`config.mk`:
```
export PLATFORM = sky130hd
export DESIGN_NAME = img_recovery_ctrl
export DESIGN_NICKNAME = d
export VERILOG_FILES = /design/src/rtl/rcu_pkg.sv /design/src/rtl/rcu_ctrl_reg.sv /design/src/rtl/rcu_watchdog.sv /design/src/rtl/rcu_status.sv /design/src/rtl/img_recovery_ctrl.sv
export SDC_FILE = /design/constraint.sdc
export NUM_CORES = 1
export LEC_CHECK = 0
export ABC_AREA = 1
export BUFFER_PORTS_ARGS = -buffer_cell sky130_fd_sc_hd__buf_2
export CORE_MARGIN = 2
export CORE_UTILIZATION = 53
export DETAILED_ROUTE_END_ITERATION = 12
export PLACE_DENSITY_LB_ADDON = 0.12
export RECOVER_POWER = 25
export SLEW_MARGIN = 20
export SYNTH_ARGS = -nofsm -noshare
export SYNTH_HDL_FRONTEND = slang
export SYNTH_SLANG_ARGS = --single-unit
```
`constraint.sdc`:
```
create_clock -name clk -period 2.4 [get_ports clk]
set_clock_uncertainty 0.2 [all_clocks]
set_input_delay 0.12 -clock clk [delete_from_list [all_inputs] [get_ports clk]]
set_output_delay 0.12 -clock clk [all_outputs]
set_load 0.05 [all_outputs]
```
`src/rtl/rcu_pkg.sv`:
```
package rcu_pkg;
   // reconfiguration cause indices; lower index has priority
   localparam int CAUSE_CRC   = 0;
   localparam int CAUSE_EXT   = 1;
   localparam int CAUSE_USER  = 2;
   localparam int CAUSE_WDOG  = 3;
   localparam int CAUSE_EARLY = 4;
   localparam int NCAUSE      = 5;

   typedef enum logic {
      MODE_FACTORY = 1'b0,
      MODE_APP     = 1'b1
   } run_mode_e;

   // isolate the lowest set bit of a cause vector
   function automatic logic [NCAUSE-1:0] lowest_set(input logic [NCAUSE-1:0] v);
      return v & (~v + NCAUSE'(1));
   endfunction
endpackage

```
`src/rtl/rcu_ctrl_reg.sv`:
```
module rcu_ctrl_reg #(
   parameter int WD_FIELD_W   = 12,
   parameter int ADDR_FIELD_W = 22,
   parameter int CTRL_W       = WD_FIELD_W + ADDR_FIELD_W + 5
) (
   input  logic              clk,
   input  logic              rst_n,
   input  logic              wr_en,
   input  logic              wr_lock,
   input  logic [CTRL_W-1:0] wr_data,
   output logic [CTRL_W-1:0] q
);
   localparam logic [CTRL_W-1:0] RST_VAL =
      {1'b1, 1'b1, 1'b1, 1'b1, 1'b0, {ADDR_FIELD_W{1'b0}}, {WD_FIELD_W{1'b0}}};

   generate
      if (CTRL_W != WD_FIELD_W + ADDR_FIELD_W + 5) begin : g_bad_width
         $error("rcu_ctrl_reg: CTRL_W must equal field widths plus five flag bits");
      end
   endgenerate

   always_ff @(posedge clk or negedge rst_n) begin
      if (!rst_n)
         q <= RST_VAL;
      else if (wr_en && !wr_lock)
         q <= wr_data;
   end


   ctrl_frozen_chk: assert property (@(posedge clk) disable iff (!rst_n)
      wr_lock |=> $stable(q));
endmodule

```
`src/rtl/rcu_watchdog.sv`:
```
module rcu_watchdog #(
   parameter int FIELD_W = 12,
   parameter int PAD_W   = 17,
   parameter int PAD_VAL = 8,
   parameter int CNT_W   = FIELD_W + PAD_W
) (
   input  logic               clk,
   input  logic               rst_n,
   input  logic               run,
   input  logic               kick,
   input  logic               restart,
   input  logic [FIELD_W-1:0] field,
   output logic               expired
);
   logic [CNT_W-1:0] cnt_q;
   logic [CNT_W-1:0] term;

   generate
      if (PAD_W < 1 || PAD_W > 30) begin : g_bad_pad_w
         $error("rcu_watchdog: PAD_W out of range");
      end
      if (PAD_VAL < 1 || PAD_VAL >= (1 << PAD_W)) begin : g_bad_pad_val
         $error("rcu_watchdog: PAD_VAL must be nonzero and fit PAD_W bits");
      end
      if (CNT_W != FIELD_W + PAD_W) begin : g_bad_cnt_w
         $error("rcu_watchdog: CNT_W must equal FIELD_W + PAD_W");
      end
   endgenerate

   assign term    = {field, PAD_W'(PAD_VAL)};
   assign expired = run && (cnt_q == term);

   always_ff @(posedge clk or negedge rst_n) begin
      if (!rst_n)
         cnt_q <= '0;
      else if (restart || kick || !run)
         cnt_q <= '0;
      else if (cnt_q != term)
         cnt_q <= cnt_q + CNT_W'(1);
   end


   wd_bound_chk: assert property (@(posedge clk) disable iff (!rst_n)
      run |-> (cnt_q <= term));

   wd_kick_clear_chk: assert property (@(posedge clk) disable iff (!rst_n)
      kick |=> (cnt_q == '0));
endmodule

```
`src/rtl/rcu_status.sv`:
```
module rcu_status #(
   parameter int NBITS = 5
) (
   input  logic             clk,
   input  logic             rst_n,
   input  logic             capture,
   input  logic [NBITS-1:0] cause,
   input  logic             clear,
   output logic [NBITS-1:0] status
);
   generate
      if (NBITS < 1) begin : g_bad_nbits
         $error("rcu_status: NBITS must be positive");
      end
      for (genvar i = 0; i < NBITS; i++) begin : g_bit
         always_ff @(posedge clk or negedge rst_n) begin
            if (!rst_n)
               status[i] <= 1'b0;
            else if (capture)
               status[i] <= cause[i];
            else if (clear)
               status[i] <= 1'b0;
         end
      end
   endgenerate


   status_onehot_chk: assert property (@(posedge clk) disable iff (!rst_n)
      $onehot0(status));

   status_clear_chk: assert property (@(posedge clk) disable iff (!rst_n)
      (clear && !capture) |=> (status == '0));

   status_hold_chk: assert property (@(posedge clk) disable iff (!rst_n)
      (!clear && !capture) |=> $stable(status));
endmodule

```
`src/rtl/img_recovery_ctrl.sv`:
```
module img_recovery_ctrl import rcu_pkg::*; #(
   parameter int WD_FIELD_W   = 12,
   parameter int WD_PAD_W     = 17,
   parameter int WD_PAD_VAL   = 8,
   parameter int ADDR_FIELD_W = 22,
   parameter int ADDR_SHIFT   = 2
) (
   input  logic                               clk,
   input  logic                               rst_n,
   input  logic                               cfg_wr_en,
   input  logic [WD_FIELD_W+ADDR_FIELD_W+4:0] cfg_wr_data,
   input  logic                               wd_kick,
   input  logic                               user_reconfig,
   input  logic                               crc_err,
   input  logic                               ext_err,
   input  logic                               done_seen,
   input  logic                               load_complete,
   input  logic                               img_invalid,
   input  logic                               stat_rd,
   output logic [WD_FIELD_W+ADDR_FIELD_W+4:0] ctrl_word,
   output logic                               app_mode,
   output logic                               startup_osc_int,
   output logic                               reconfig_req,
   output logic                               boot_addr_vld,
   output logic [ADDR_FIELD_W+ADDR_SHIFT-1:0] boot_addr,
   output logic [NCAUSE-1:0]                  status
);
   localparam int CTRL_W    = WD_FIELD_W + ADDR_FIELD_W + 5;
   localparam int ADDR_W    = ADDR_FIELD_W + ADDR_SHIFT;
   localparam int ADDR_LSB  = WD_FIELD_W;
   localparam int WDEN_BIT  = ADDR_LSB + ADDR_FIELD_W + 1;
   localparam int OSC_BIT   = WDEN_BIT + 1;
   localparam int EARLY_BIT = OSC_BIT + 1;

   generate
      if (ADDR_SHIFT < 0 || ADDR_SHIFT > 8) begin : g_bad_shift
         $error("img_recovery_ctrl: ADDR_SHIFT out of range");
      end
   endgenerate

   run_mode_e                 mode_q;
   logic                      req_q;
   logic [ADDR_W-1:0]         addr_q;
   logic [CTRL_W-1:0]         ctrl_q;
   logic [WD_FIELD_W-1:0]     wd_field;
   logic [ADDR_FIELD_W-1:0]   img_addr;
   logic                      wd_en, early_en;
   logic                      in_app, accept;
   logic                      wd_expired, early_fail;
   logic [NCAUSE-1:0]         raw_cause, win_cause;
   logic                      launch, abort;

   rcu_ctrl_reg #(
      .WD_FIELD_W   (WD_FIELD_W),
      .ADDR_FIELD_W (ADDR_FIELD_W),
      .CTRL_W       (CTRL_W)
   ) ctrl_i (
      .clk     (clk),
      .rst_n   (rst_n),
      .wr_en   (cfg_wr_en),
      .wr_lock (in_app),
      .wr_data (cfg_wr_data),
      .q       (ctrl_q)
   );

   assign wd_field = ctrl_q[WD_FIELD_W-1:0];
   assign img_addr = ctrl_q[ADDR_LSB +: ADDR_FIELD_W];
   assign wd_en    = ctrl_q[WDEN_BIT];
   assign early_en = ctrl_q[EARLY_BIT];

   assign in_app = (mode_q == MODE_APP);
   assign accept = !req_q;

   rcu_watchdog #(
      .FIELD_W (WD_FIELD_W),
      .PAD_W   (WD_PAD_W),
      .PAD_VAL (WD_PAD_VAL)
   ) wdog_i (
      .clk     (clk),
      .rst_n   (rst_n),
      .run     (in_app && wd_en),
      .kick    (wd_kick),
      .restart (launch || abort),
      .field   (wd_field),
      .expired (wd_expired)
   );

   assign early_fail = early_en && ((done_seen && !load_complete) || img_invalid);

   always_comb begin
      raw_cause              = '0;
      raw_cause[CAUSE_CRC]   = crc_err;
      raw_cause[CAUSE_EXT]   = ext_err;
      raw_cause[CAUSE_USER]  = user_reconfig;
      raw_cause[CAUSE_WDOG]  = wd_expired;
      raw_cause[CAUSE_EARLY] = early_fail;
      if (!(in_app && accept))
         raw_cause = '0;
   end

   assign win_cause = lowest_set(raw_cause);
   assign abort     = |raw_cause;
   assign launch    = !in_app && accept && user_reconfig;

   always_ff @(posedge clk or negedge rst_n) begin
      if (!rst_n) begin
         mode_q <= MODE_FACTORY;
         req_q  <= 1'b0;
         addr_q <= '0;
      end else begin
         req_q <= launch || abort;
         if (launch) begin
            mode_q <= MODE_APP;
            addr_q <= {img_addr, {ADDR_SHIFT{1'b0}}};
         end else if (abort) begin
            mode_q <= MODE_FACTORY;
            addr_q <= '0;
         end
      end
   end

   rcu_status #(
      .NBITS (NCAUSE)
   ) stat_i (
      .clk     (clk),
      .rst_n   (rst_n),
      .capture (abort),
      .cause   (win_cause),
      .clear   (stat_rd && !in_app),
      .status  (status)
   );

   assign ctrl_word       = ctrl_q;
   assign app_mode        = in_app;
   assign startup_osc_int = ctrl_q[OSC_BIT];
   assign reconfig_req    = req_q;
   assign boot_addr_vld   = req_q;
   assign boot_addr       = addr_q;


   req_single_chk: assert property (@(posedge clk) disable iff (!rst_n)
      reconfig_req |=> !reconfig_req);

   fallback_addr_chk: assert property (@(posedge clk) disable iff (!rst_n)
      (reconfig_req && !app_mode) |-> (boot_addr == '0));

   factory_quiet_chk: assert property (@(posedge clk) disable iff (!rst_n)
      (!app_mode && !user_reconfig) |=> !reconfig_req);

   launch_mode_chk: assert property (@(posedge clk) disable iff (!rst_n)
      (reconfig_req && app_mode) |-> $past(!app_mode));
endmodule

```
==> results.py <==
metrics = {
    "route": {
        "vias": 3958,
        "avgRoutedWirePerCell_um": 13.3,
        "drt_pass1_iterations": 4,
        "wirelength_mm": 10.9,
        "drt_iter0_markers": 218,
        "postRouteAntennaNets": 0,
        "vias_per_cell": 4.82,
        "drc": 0,
    },
    "clocking": {
        "numCtsBuffers": 9,
        "clk_transition_reported_paths_ns": 0.10,
        "cts.path.max_buffers": 2,
        "cts_tree": "built",
        "clk_latency_ns": 0.35,
        "root_buffer": "clkbuf_8",
        "cts_resized": 0,
        "htree_levels": 3,
        "cts_sinks": 97,
    },
    "die": {
        "start_util_pct": 54.4,
        "num_io_pins": 122,
        "die_w_um": 98.4,
        "die-area_sq_mm": 0.00968,
        "rows": 34,
        "die_y_um": 98.4,
        "core-area_sq_mm": 0.00868,
    },
    "yosys": {
        "synth_compound_area_share_pct": 8.53,
        "async_flop_share_pct": 100,
        "synth_xor_xnor_area_share_pct": 5.01,
        "synthSimpleGateAreaFrac_pct": 23.5,
        "yosysWarnings": 0,
        "synth-adder-area-share_pct": 0.530,
        "synth_seq_cells": 97,
        "synthDominantCellAreaShare_pct": 49.3,
        "synth_area_leaders": "dfrtp_1 49%, nor2_1 9.0%, inv_1 6.3%, nand2_1 6.3%, o21bai_1 4.3%",
        "ys_seq_area_share_pct": 51.5,
        "ys.flop_type": "dfrtp_1",
        "synth_top_family_by_area": "simple AND/OR/NAND/NOR gates",
        "synth_mux_area_share_pct": 1.43,
        "synth_edf_count": 0,
        "syn_inst": 542,
        "yosysUniqueCellTypes": 34,
        "synth.avg_cell_area_sq_um": 8.71,
        "synth_top_area_cell": "dfrtp_1",
        "syn_area_sq_mm": 0.00472,
    },
    "sta": {
        "min_period_over_period_pct": 92.6,
        "slew_headroom_pct": 40.3,
        "tightest_slew_ns": 0.896,
        "period_needed_ns": 2.22,
        "fmax_mhz": 450,
        "slew_viol_final": 0,
        "setup_violations": 0,
        "tns_ns": 0,
        "fin_ws_ns": 0.179,
        "finalHoldViolCount": 0,
    },
    "global_routing": {
        "grt_first_pass_wirelength_mm": 18.6,
        "grt_usage_pct": 23.5,
        "grt_overflow": 0,
        "grt_max_degree": 68,
        "antenna_found_initial": 0,
        "grt_pass1_vias": 4004,
    },
    "final_layout": {
        "fin_util_pct": 70.1,
        "area_growth_pct": 28.8,
        "finalNonFillerCells": 822,
        "final_common_cell": "buf_2",
        "multi_input_area_sq_mm": 0.00185,
        "nets": 761,
        "n_antenna_cell": 0,
        "drive_gt1_share_pct": 25.2,
        "fill_cells": 706,
        "regArea_sq_mm": 0.00243,
        "final_cell_mix": "118 x buf_2, 113 x nor2_1, 93 x dfrtp_1",
    },
    "pwr": {
        "p_sw_share_pct": 51.5,
        "seq_power_share_pct": 33.2,
        "power_frac_comb_pct": 51.9,
        "p_per_area_mw_per_mm2": 1220,
        "peakVddDrop_mv": 0.836,
        "p_leak_nw": 2.98,
        "switchingPower_mw": 3.82,
        "p_int_mw": 3.60,
        "power.share.clock_pct": 14.8,
    },
    "critical_path": {
        "cp.required_ns": 2.45,
        "arrival_ns": 2.27,
        "start_kind": "flop",
        "reg2reg_setup_slack_ns": 0.18,
        "worstPathMaxFanout": 7,
        "crit_path_end_kind": "flop",
        "crit_type": "flop to flop",
    },
    "placement": {
        "gp_congestion": 0.930,
        "port_buffers": 119,
        "place_ws_ns": 0.369,
        "place_inst": 758,
        "dp_hpwl_mm": 7.58,
    },
    "hold_path": {
        "hold_path_class": "input pin to asynchronous set/reset pin",
    },
    "outcome": {
        "status": "complete, no violations",
    },
    "run": {
        "drv_cap": 0,
    },
}
[layer usage]
| layer | wire length (um) | GRT usage [%] | vias to the layer above |
|---|---|---|---|
| met5 | 0 | 0 | - |
| met4 | 168 | 6.64 | 0 |
| met3 | 550 | 5.94 | 14 |
| met2 | 5380 | 38.9 | 86 |
| met1 | 4850 | 30.8 | 1870 |
| li1 | - | - | 1988 |
[power by group through the flow]
stage / registers, mW / clock network (mW) / logic [mW]
2_1_floorplan: 4.23 / 0 / 1.18
3_3_place_gp: 2.47 / 0 / 3.75
3_5_place_dp: 2.48 / 0 / 3.79
4_1_cts: 2.46 / 1.12 / 3.87
5_1_grt: 2.53 / 1.17 / 4.12
6_report: 2.46 / 1.10 / 3.85
[state kept, by name, summed over array words and instances (netlist names)]
name           flops
ctrl_i.q          39
boot_addr_vld      1
app_mode           1
stat_i.status      5
wdog_i.cnt_q      29
boot_addr         22
[logic make-up after synthesis]
logic type | after synthesis
AO/OA/AOI/OAI | 65
adder cells (fa/ha/maj) | 2
other | 1
AND/OR/NAND/NOR | 240
XOR/XNOR | 27
flip-flops | 97
multiplexers | 6
buffers and inverters | 104
[worst max-delay path, stage by stage, from the launching register on]
cell           delay [ns]
dfrtp_1              0.53
nand2_1              0.08
inv_1                0.07
nor2_1               0.04
nor2_1               0.13
nand2_1              0.11
nor2_4               0.15
nand3_4              0.12
nand2_1              0.08
a21oi_1              0.04
dlygate4sd3_1        0.57
[cell type report]
class / instances / area share, %
multi-input combinational: 342 / 30.4
clock inverter: 5 / 1.03
sequential: 97 / 40.0
clock buffer: 11 / 2.32
inverter: 85 / 5.25
tap: 108 / 2.22
timing repair buffer: 174 / 18.8
[Yosys cell counts, drive strengths merged (2+ instances only)]
master	count
nand3	10
nand4	9
o21bai	27
xnor2	8
clkbuf	5
a21oi	36
ha	2
inv	85
nor3	12
nand2	79
mux2	6
buf	14
nor2	127
dfstp	4
dfrtp	93
xor2	19
[final timing paths]
path	startpoint	cells after the start	to
setup / recovery	wdog_i.cnt_q[18]	10	stat_i.status[4]
hold / removal	rst_n	2	stat_i.status[1]
setup reg to reg	wdog_i.cnt_q[18]	10	stat_i.status[4]
hold reg to reg	stat_i.status[3]	2	stat_i.status[3]
max in group asynchronous	rst_n	3	wdog_i.cnt_q[27]
min in group clk	img_invalid	4	stat_i.status[3]
[through the flow]
| step | instance area (sq um) | total power [mW] | hold WS, ns |
|---|---|---|---|
| final | 6080 | 7.42 | 0.0158 |
| after global routing | 6080 | 7.82 | 0.0371 |
| after CTS | 6090 | 7.45 | 0.0333 |
| after detailed placement | 5410 | 6.28 | -0.115 |
| after global placement | 5410 | 6.22 | -0.120 |
| after floorplan | 4720 | 5.41 | -0.376 |
[timing repair]
action,in CTS,in global routing
hold endpoints to repair,139,0
endpoints found under the setup margin,0,1
setup buffers,0,1
hold buffers,47,0
Note: power is estimated with default switching activity, not from simulation.
